[src/rtl/lptimCtlPkg.sv]
package lptimCtlPkg;

  localparam int BIT_EN   = 0;
  localparam int BIT_SNG  = 1;
  localparam int BIT_CONT = 2;
  localparam int BIT_CRST = 3;
  localparam int BIT_RAR  = 4;
  localparam int CTRL_W   = 32;
  localparam int CTRL_USED = 5;

  typedef enum logic [1:0] {
    SEQ_IDLE  = 2'd0,
    SEQ_ARMED = 2'd1,
    SEQ_RUN   = 2'd2
  } seqState_e;

  typedef struct packed {
    logic clear;
    logic step;
  } cntStrobe_t;

endpackage

[src/rtl/lptimCtlRegs.sv]
module lptimCtlRegs
  import lptimCtlPkg::*;
#(
  parameter int RST_SYNC = 3
) (
  input  logic                  clk,
  input  logic                  rstN,
  input  logic                  wrEn,
  input  logic [CTRL_USED-1:0]  wrData,
  input  logic                  sngAck,
  input  logic                  contAck,
  output logic                  enable,
  output logic                  sngReq,
  output logic                  contReq,
  output logic                  crstReq,
  output logic                  rarEn,
  output logic                  killNow,
  output logic                  crstFire,
  output logic [CTRL_W-1:0]     rdData
);

  logic                accept;
  logic [RST_SYNC-1:0] crstPipe;

  assign killNow  = wrEn & ~wrData[BIT_EN];
  assign accept   = wrEn & enable;
  assign crstFire = crstPipe[RST_SYNC-2] & ~crstPipe[RST_SYNC-1];

  always_ff @(posedge clk or negedge rstN) begin
    if (!rstN) begin
      enable   <= 1'b0;
      sngReq   <= 1'b0;
      contReq  <= 1'b0;
      crstReq  <= 1'b0;
      rarEn    <= 1'b0;
      crstPipe <= '0;
    end else begin
      if (wrEn) enable <= wrData[BIT_EN];
      if (killNow) begin
        sngReq   <= 1'b0;
        contReq  <= 1'b0;
        crstReq  <= 1'b0;
        rarEn    <= 1'b0;
        crstPipe <= '0;
      end else begin
        sngReq   <= (sngReq & ~sngAck) | (accept & wrData[BIT_SNG]);
        contReq  <= (contReq & ~contAck) | (accept & wrData[BIT_CONT]);
        crstReq  <= (crstReq & ~crstFire) | (accept & wrData[BIT_CRST] & ~crstReq);
        if (accept) rarEn <= wrData[BIT_RAR];
        crstPipe <= {crstPipe[RST_SYNC-2:0], crstReq};
      end
    end
  end

  always_comb begin
    rdData           = '0;
    rdData[BIT_EN]   = enable;
    rdData[BIT_SNG]  = sngReq;
    rdData[BIT_CONT] = contReq;
    rdData[BIT_CRST] = crstReq;
    rdData[BIT_RAR]  = rarEn;
  end

endmodule

[src/rtl/lptimCtlSeq.sv]
module lptimCtlSeq
  import lptimCtlPkg::*;
(
  input  logic       clk,
  input  logic       rstN,
  input  logic       enable,
  input  logic       killNow,
  input  logic       sngReq,
  input  logic       contReq,
  input  logic       crstFire,
  input  logic       rdClear,
  input  logic [1:0] trigSel,
  input  logic       extTrig,
  input  logic       atMatch,
  output cntStrobe_t strobe,
  output logic       running,
  output logic       matchPulse,
  output logic       sngAck,
  output logic       contAck
);

  seqState_e state, stateNext;
  logic      oneShot, oneShotNext;
  logic      trigQ, trigRise, killAll, anyReq, swStart;

  assign killAll  = killNow | ~enable;
  assign anyReq   = sngReq | contReq;
  assign trigRise = extTrig & ~trigQ;
  assign swStart  = (trigSel == 2'b00);

  always_comb begin
    stateNext    = state;
    oneShotNext  = oneShot;
    sngAck       = 1'b0;
    contAck      = 1'b0;
    strobe       = '0;
    matchPulse   = 1'b0;
    if (killAll) begin
      stateNext    = SEQ_IDLE;
      oneShotNext  = 1'b0;
      strobe.clear = 1'b1;
    end else begin
      if (anyReq) begin
        sngAck      = sngReq;
        contAck     = contReq;
        oneShotNext = ~contReq;
      end
      unique case (state)
        SEQ_IDLE: begin
          if (anyReq) stateNext = swStart ? SEQ_RUN : SEQ_ARMED;
        end
        SEQ_ARMED: begin
          if (trigRise) stateNext = SEQ_RUN;
        end
        SEQ_RUN: begin
          if (atMatch) begin
            matchPulse   = 1'b1;
            strobe.clear = 1'b1;
            if (oneShotNext) stateNext = SEQ_IDLE;
          end else begin
            strobe.step = 1'b1;
          end
        end
        default: stateNext = SEQ_IDLE;
      endcase
      if (crstFire | rdClear) strobe.clear = 1'b1;
    end
  end

  always_ff @(posedge clk or negedge rstN) begin
    if (!rstN) begin
      state   <= SEQ_IDLE;
      oneShot <= 1'b0;
      trigQ   <= 1'b0;
    end else begin
      state   <= stateNext;
      oneShot <= oneShotNext;
      trigQ   <= extTrig;
    end
  end

  assign running = (state == SEQ_RUN);

endmodule

[src/rtl/lptimCtlCount.sv]
module lptimCtlCount
  import lptimCtlPkg::*;
#(
  parameter int CNT_W = 16
) (
  input  logic             clk,
  input  logic             rstN,
  input  cntStrobe_t       strobe,
  input  logic [CNT_W-1:0] reloadVal,
  output logic [CNT_W-1:0] count,
  output logic             atMatch
);

  always_ff @(posedge clk or negedge rstN) begin
    if (!rstN)             count <= '0;
    else if (strobe.clear) count <= '0;
    else if (strobe.step)  count <= count + 1'b1;
  end

  assign atMatch = (count == reloadVal);

endmodule

[src/rtl/lptimCtl.sv]
module lptimCtl
  import lptimCtlPkg::*;
#(
  parameter int CNT_W    = 16,
  parameter int RST_SYNC = 3
) (
  input  logic             clk,
  input  logic             rstN,
  input  logic             ctrlWrEn,
  input  logic [31:0]      ctrlWrData,
  output logic [31:0]      ctrlRdData,
  input  logic             cntRdEn,
  output logic [CNT_W-1:0] cntRdData,
  input  logic [CNT_W-1:0] reloadVal,
  input  logic [1:0]       trigSel,
  input  logic             extTrig,
  output logic             running,
  output logic             matchPulse
);

  logic       enable, sngReq, contReq, crstReq, rarEn;
  logic       killNow, crstFire, sngAck, contAck, atMatch, rdClear;
  logic       unusedWrHi;
  cntStrobe_t strobe;

  assign unusedWrHi = ^ctrlWrData[CTRL_W-1:CTRL_USED] ^ crstReq;
  assign rdClear    = cntRdEn & rarEn & enable;

  lptimCtlRegs #(.RST_SYNC(RST_SYNC)) regs_i (
    .clk(clk), .rstN(rstN),
    .wrEn(ctrlWrEn), .wrData(ctrlWrData[CTRL_USED-1:0]),
    .sngAck(sngAck), .contAck(contAck),
    .enable(enable), .sngReq(sngReq), .contReq(contReq),
    .crstReq(crstReq), .rarEn(rarEn),
    .killNow(killNow), .crstFire(crstFire), .rdData(ctrlRdData)
  );

  lptimCtlSeq seq_i (
    .clk(clk), .rstN(rstN),
    .enable(enable), .killNow(killNow),
    .sngReq(sngReq), .contReq(contReq),
    .crstFire(crstFire), .rdClear(rdClear),
    .trigSel(trigSel), .extTrig(extTrig), .atMatch(atMatch),
    .strobe(strobe), .running(running), .matchPulse(matchPulse),
    .sngAck(sngAck), .contAck(contAck)
  );

  lptimCtlCount #(.CNT_W(CNT_W)) count_i (
    .clk(clk), .rstN(rstN),
    .strobe(strobe), .reloadVal(reloadVal),
    .count(cntRdData), .atMatch(atMatch)
  );

endmodule

[config.mk]
export PLATFORM = sky130hd
export DESIGN_NAME = lptimCtl
export DESIGN_NICKNAME = d
export VERILOG_FILES = /design/src/rtl/lptimCtlPkg.sv /design/src/rtl/lptimCtlRegs.sv /design/src/rtl/lptimCtlSeq.sv /design/src/rtl/lptimCtlCount.sv /design/src/rtl/lptimCtl.sv
export SDC_FILE = /design/constraint.sdc
export NUM_CORES = 1
export LEC_CHECK = 0
export CAP_MARGIN = 20
export CORE_UTILIZATION = 55
export CTS_BUF_LIST = sky130_fd_sc_hd__clkbuf_16
export DETAILED_ROUTE_END_ITERATION = 6
export DONT_BUFFER_PORTS = 1
export GPL_TIMING_DRIVEN = 0
export PLACE_DENSITY = 0.73
export SETUP_SLACK_MARGIN = 0.1
export SYNTH_ARGS = -nofsm -noshare
export SYNTH_HDL_FRONTEND = slang
export SYNTH_SLANG_ARGS = --single-unit
[constraint.sdc]
create_clock -name clk -period 1.8 [get_ports clk]
set_input_delay 0.09 -clock clk [delete_from_list [all_inputs] [get_ports clk]]
set_output_delay 0.09 -clock clk [all_outputs]
set_load 0.05 [all_outputs]
==> impl_results.md, run 1 <==
* Status: finished, violations left
* Violated checks: setup timing
* Post-DP HPWL at 3.06 mm
* DR iter-0 viols at a little under 90
* Worst skew pair latency at 0.26 ns
* Post-place instance area at 0.00209 sq mm
* Max Fclk at 0.455 GHz
* I/O pin count at between 100 and 150
* Vias in the first global route at approximately 1.5k
* Post-DRT Antenna Nets at 0
* Max_cap viols at 0
* Post-layout net count at roughly 310
* Layout cell share with drive strength beyond 1 at 0.449
* Worst setup margin at -0.397 ns
* Library cells used by synthesis at 37
* Total Routed Length at around 5.2 mm
* Die area at ~0.0036 sq mm
* Ys Warns at 0
* Final Util at 0.844
* Overall die height at about 60 um
* Inserted Diodes at 0
* LEAKAGE at about 1.1 nW
* First-pass GRT wire length at 6.78 mm
* Unrepaired setup endpoints after global routing: yes
* Dpl ws at -0.521 ns
* CP required at slightly below 2 ns
* Met2 wire length at approximately 2.7 mm
* Buffer depth of the longest clock path at 2
* Area leader, netlist: dfrtp_1
* Comb power frac at 0.241
* Min Hold Slack at ~0.028 ns
* Clk pwr share at 0.329
* Initial antenna violation count at 0
* Slew Limit Fails at 0
* Largest net degree at the start of global routing at 29
* Starting density of the core at 0.595
* CTS Root Cell: clkbuf_16
* Sw frac at 0.309
* CP max FO at 8
* Rel. slew slack at 0.621
* FF+latch count, synth at 28
* Switching power at about 0.48 mW
* Max stage delay on crit path at a little under 0.6 ns
* Worst setup SP type: flop
* Core Area at approximately 0.0031 sq mm
* Die width at 60.2 um
* Gr usage total at 0.249
* Pwr dens at a little under 600 mW/mm^2
* Peak supply drop at 0.465 mV
* CTS clock-pin slew for the worst setup and hold paths at 0.07 ns
* Worst-Margin Slew at 0.568 ns
* Drt drc at 0
* Internal Power at approximately 1.1 mW
* Final Cycle Share at 1.22
* IO buf count at 0
* Flop pwr share at 0.430
* Via count at approximately 1.7k
* Final Hold Violating Endpoints at 0
* Critical Path AT at ~2.4 ns
* Area of the mapped netlist at approximately 0.0019 sq mm
* CTS Buf Count at 3
* Hold crit path type: input pin to flop
* Design Power at roughly 1.5 mW
* CP max stage cell: dfrtp_4
* Area contributors post-synth: dfrtp_1 38%, buf_4 14%, xor2_1 7.5%, or4_1 4.8%, a21oi_1 4.6%
* Clk sink count at 28
* CTS H-Tree Depth at 1
* Met3 routed WL at between 400 and 500 um
* Remaining Overflow, GRT at 0
* WS Path Type: flop to flop
* CTS tree: done
* Average size of a mapped cell at 9.17 sq um
* Uppermost routed layer: met4
* Final instance area at between 0.002 and 0.003 sq mm
* Clk_skew at around 0.0037 ns
* Setup TNS at -6.12 ns
* Area delta synth->final at 41.7%
* Post-route insts no fill at 300
* Worst path cell trace: xor2_2, nor4_2, and4_2, buf_6, buf_8, o21ai_0, a21oi_2
* Num rows at 20
* CP Capture Type: flop
* Fin crit period at 2.20 ns
* Initial DRT Pass Iterations at 6
* Sequential area share after synthesis at 0.376
* Vias/cell at around 5.8
* Placer congestion estimate at ~0.84
* Met1 wire length at 1.88 mm
* Final setup violation count at 18
* Placed Cells at 273
* Share of the synthesized area in the top cell type at 0.376
* Drt wl/cell at between 15 and 20 um
* Post-Syn Instances at between 200 and 250
cell usage in the layout (no fill, tap or decap), types with 4 or more instances in the layout:
| master | instances |
|---|---|
| conb_1 | 27 |
| clkbuf_16 | 4 |
| dlygate4sd3_1 | 8 |
| nand4_1 | 4 |
| buf_4 | 42 |
| xor2_1 | 8 |
| or4_4 | 4 |
| buf_6 | 8 |
| nand2_1 | 10 |
| nor2_1 | 4 |
| or4_1 | 8 |
| nor3_1 | 4 |
| xor2_2 | 8 |
| o31ai_1 | 10 |
| dfrtp_1 | 12 |
| inv_1 | 4 |
| a21oi_2 | 8 |
| nor4_2 | 4 |
| dfrtp_2 | 7 |
| a21oi_1 | 10 |
| o21ai_0 | 6 |
| dfrtp_4 | 9 |
critical path: cells and delay by family (launching register included):
family	cells	cell delay, ns
buf+inv	2	0.27
xor+xnor	1	0.20
flops	1	0.59
compound gates	2	0.28
simple gates	2	0.77
power by group through the flow:
stage / Clock [mW] / Combinational (mW) / Sequential, mW
after CTS: 0.512 / 0.356 / 0.663
after global placement: 0 / 0.304 / 0.674
after detailed placement: 0 / 0.307 / 0.676
final: 0.507 / 0.372 / 0.663
after floorplan: 0 / 0.290 / 0.672
after global routing: 0.537 / 0.393 / 0.665
synthesized netlist by cell type:
library cell	instances
nand3_1	6
nor4_1	4
buf_4	34
clkinv_2	1
or2b_2	1
nor2_1	5
or4_1	12
clkbuf_1	2
nand4b_1	2
buf_2	4
nor3_1	4
and2_1	2
and3_1	4
a21oi_2	1
o21bai_1	1
o21ai_2	1
ha_1	1
xor2_1	16
nand2b_1	1
nor2b_1	2
o41ai_1	2
nand2_1	10
o21ai_0	8
or3_1	4
nand3b_1	2
a22o_1	3
o211ai_1	1
a21oi_1	17
dfrtp_1	28
and4_1	2
o31ai_1	10
nand2b_4	1
nand3_4	1
nand4_1	4
a211oi_1	1
conb_1	1
inv_1	4
cell type report:
class | count | area [sq um]
buffer | 40 | 323
clock inverter | 1 | 3.75
sequential | 28 | 743
clock buffer | 3 | 75.1
timing repair buffer | 23 | 231
fill | 181 | 489
tap | 44 | 55.1
multi-input combinational | 156 | 1180
inverter | 5 | 31.3
registers in the layout (all words and copies together), names as in the netlist:
signal and flops:
count_i.count 16, regs_i.crstPipe 3, seq_i.state 2, regs_i.contReq 1
regs_i.crstReq 1, regs_i.enable 1, regs_i.rarEn 1, regs_i.sngReq 1
seq_i.oneShot 1, seq_i.trigQ 1
metal layers:
metal / track usage / vias to the layer above
li1: - / 778
met5: 0 / -
met4: 0.0831 / 0
met2: 0.451 / 111
met3: 0.0368 / 16
met1: 0.297 / 823
logic make-up (layout without fill, tap and decap cells):
group,after synthesis,in the layout,synth area share
simple gates,67,67,0.224
compound gates,45,45,0.153
buf+inv,45,72,0.163
flops,28,28,0.376
xor+xnor,16,16,0.0753
fa+ha+maj,1,1,0.00672
other cells,1,27,0.00201
repair_timing:
item / in CTS / in global routing
pin swaps: 4 / 18
buffers inserted: 4 / 8
endpoints found under the setup margin: 18 / 18
gates resized for setup: 22 / 34
gates cloned: 0 / 2
hold endpoints to repair: 34 / 0
hold buffers: 9 / 0
path summary, 6_finish.rpt:
path                                    startpoint            endpoint  slack, ns  cells past startpoint
worst min-delay path                      ctrlWrEn        regs_i.rarEn       0.03                      2
max in group asynchronous                     rstN   count_i.count[11]       1.36                      2
worst min register to register  regs_i.crstPipe[0]  regs_i.crstPipe[1]       0.46                      1
min in group asynchronous                     rstN    count_i.count[5]       0.26                      2
worst max register to register   count_i.count[10]   count_i.count[15]      -0.40                      7
worst max-delay path             count_i.count[10]   count_i.count[15]      -0.40                      7
No activity file was read; power rests on OpenSTA's default activity.
==> run 2: changes to the inputs <==
SETUP_SLACK_MARGIN = 0.2   (was 0.1)
==> run 2 against run 1 <==
Effect of this change: the run still ends with setup timing left; final cell count fell by 0.33%; clock-buffer cell count did not move; register-to-register slack improved by 0.04 ns; critical path depth fell by 2; combinational power rose by 4%; power rose by 1.5%; first-iteration DRC count rose by 100%; largest cell class unchanged; highest routed layer unchanged.
==> impl_results.md, run 2 (same netlist as run 1, synthesis figures left out) <==
* Status: finished, violations left
* Violated checks: setup timing
* Worst setup margin at -0.379 ns
* Via count at 1762
* Post-place instance area at 0.00209 sq mm
* Largest register FFs at 16
* Inserted Diodes at 0
* Post-DP HPWL at around 3.1 mm
* Critical Path AT at roughly 2.1 ns
* CP required at between 1.5 and 2 ns
* Die area at 0.00362 sq mm
* Reg2Reg Setup Slack at -0.36 ns
* Pwr dens at approximately 580 mW/mm^2
* Core Area at around 0.0031 sq mm
* Placer congestion estimate at 0.848
* Total Routed Length at approximately 5.4 mm
* Drt wl/cell at roughly 18 um
* Commonest cells after routing, fill and taps aside: 40 x buf_4, 27 x conb_1, 12 x xor2_2, 12 x dfrtp_1
* Biggest regs: count_i.count (16), regs_i.crstPipe (3), seq_i.state (2)
* CP Capture Type: output port
* Clk_skew at 0.00212 ns
* Final instance area at roughly 0.0027 sq mm
* Drt drc at 0
* Initial antenna violation count at 0
* CTS clock-pin slew for the worst setup and hold paths at about 0.070 ns
* Peak supply drop at approximately 0.46 mV
* Largest net degree at the start of global routing at 29
* Final Hold Violating Endpoints at 0
* Die width at approximately 60 um
* Worst skew pair latency at between 0.2 and 0.3 ns
* Layout cell share with drive strength beyond 1 at 0.455
* Buffer depth of the longest clock path at 2
* Largest reg by FF count: count_i.count
* Reg2reg path depth at 8
* CP max FO at 7
* First-pass GRT wire length at 7.37 mm
* Hold worst-path end: regs_i.rarEn
* FF/Latch Area at roughly 740 sq um
* Area delta synth->final at 44.8%
* Clk sink count at 28
* CTS tree: done
* Slew Limit Fails at 0
* Worst path cell trace: xor2_2, nor4_4, nand4_1, buf_6, nor2_4
* LEAKAGE at about 1.1 nW
* Final setup violation count at 18
* Hold path depth at 2
* Post-layout net count at 312
* Max_cap viols at 0
* IO buf count at 0
* Post-DRT Antenna Nets at 0
* Max Fclk at roughly 0.46 GHz
* Hold Startpoint: ctrlWrEn
* Worst setup SP type: flop
* Commonest non-fill, non-tap cell in the layout: buf_4
* Hold crit path type: input pin to flop
* Remaining Overflow, GRT at 0
* I/O pin count at about 110
* Max stage delay on crit path at approximately 0.60 ns
* Overall die height at 60.2 um
* Worst-Margin Slew at 0.564 ns
* Rel. slew slack at 0.624
* CP max stage cell: dfrtp_4
* Vias/cell at between 5 and 6
* Num rows at 20
* Initial DRT Pass Iterations at 4
* Unrepaired setup endpoints after global routing: yes
* Final Cycle Share at 1.21
* RR Endpoint: count_i.count[0]
* Vias in the first global route at around 1.6k
* Footprint of the multi-input gates at roughly 0.0012 sq mm
* Gr usage total at 0.273
* Fill cells at ~160
* CTS H-Tree Depth at 1
* WS Path Type: flop to output port
* Fin crit period at roughly 2.2 ns
* Starting density of the core at 0.595
* R2r startpoint: count_i.count[11]
* Setup TNS at -6.14 ns
* CTS Root Cell: clkbuf_16
* CTS Buf Count at 3
* Final Util at 0.862
* DR iter-0 viols at roughly 180
==> run 2: final cells by class <==
cell class | count | area share
Multi-Input combinational cell | 156 | 0.459
Sequential cell | 28 | 0.275
Buffer | 40 | 0.123
Timing Repair Buffer | 22 | 0.0812
Clock buffer | 3 | 0.0279
Tap cell | 44 | 0.0204
Inverter | 5 | 0.0116
Clock inverter | 1 | 0.00139
==> run 2: how the worst max path moves through the flow <==
stage                      startpoint          endpoint  slack, ns  cells after the start
floorplan            count_i.count[0]  count_i.count[8]      -0.16                      6
global placement     count_i.count[7]  count_i.count[2]      -0.50                      6
detailed placement   count_i.count[7]  count_i.count[3]      -0.52                      6
CTS                 count_i.count[11]        matchPulse      -0.25                      5
global route        count_i.count[11]        matchPulse      -0.40                      5
finish              count_i.count[11]        matchPulse      -0.38                      5
==> run 2: critical path: cells and delay by family (launching register included) <==
family | cells | cell delay (ns)
xor+xnor | 1 | 0.23
buf+inv | 1 | 0.18
simple gates | 3 | 0.82
flops | 1 | 0.60
==> run 2: power breakdown <==
group | internal (mW) | leakage, nW | switching [mW]
logic | 0.126 | 0.709 | 0.261
registers | 0.647 | 0.354 | 0.0161
clock network | 0.298 | 0.0385 | 0.217
total | 1.07 | 1.10 | 0.494
==> run 2: what timing repair did <==
item | in CTS | in global routing
setup endpoints to repair | 18 | 18
buffers inserted | 11 | 1
pin swaps | 12 | 5
hold buffers | 9 | 0
endpoints found under the hold margin | 34 | 0
resized for setup | 34 | 30
gates cloned | 1 | 0
==> run 2: metrics by stage <==
stage | total power [mW] | setup slack [ns] | instances | hold slack [ns]
after floorplan | 0.961 | -0.156 | 229 | -0.206
after global placement | 0.979 | -0.505 | 273 | -0.205
after detailed placement | 0.984 | -0.524 | 273 | -0.205
after CTS | 1.54 | -0.248 | 298 | 0.0502
after global routing | 1.61 | -0.401 | 299 | 0.0826
final | 1.56 | -0.379 | 299 | 0.0684
==> run 2: metal layers <==
layer  global-route usage  share of wire  wire length (um)
met1                0.327           0.36              1960
met4                0.126          0.027               148
met3               0.0541           0.11               601
met2                0.468           0.50              2720
met5                    0              0                 0
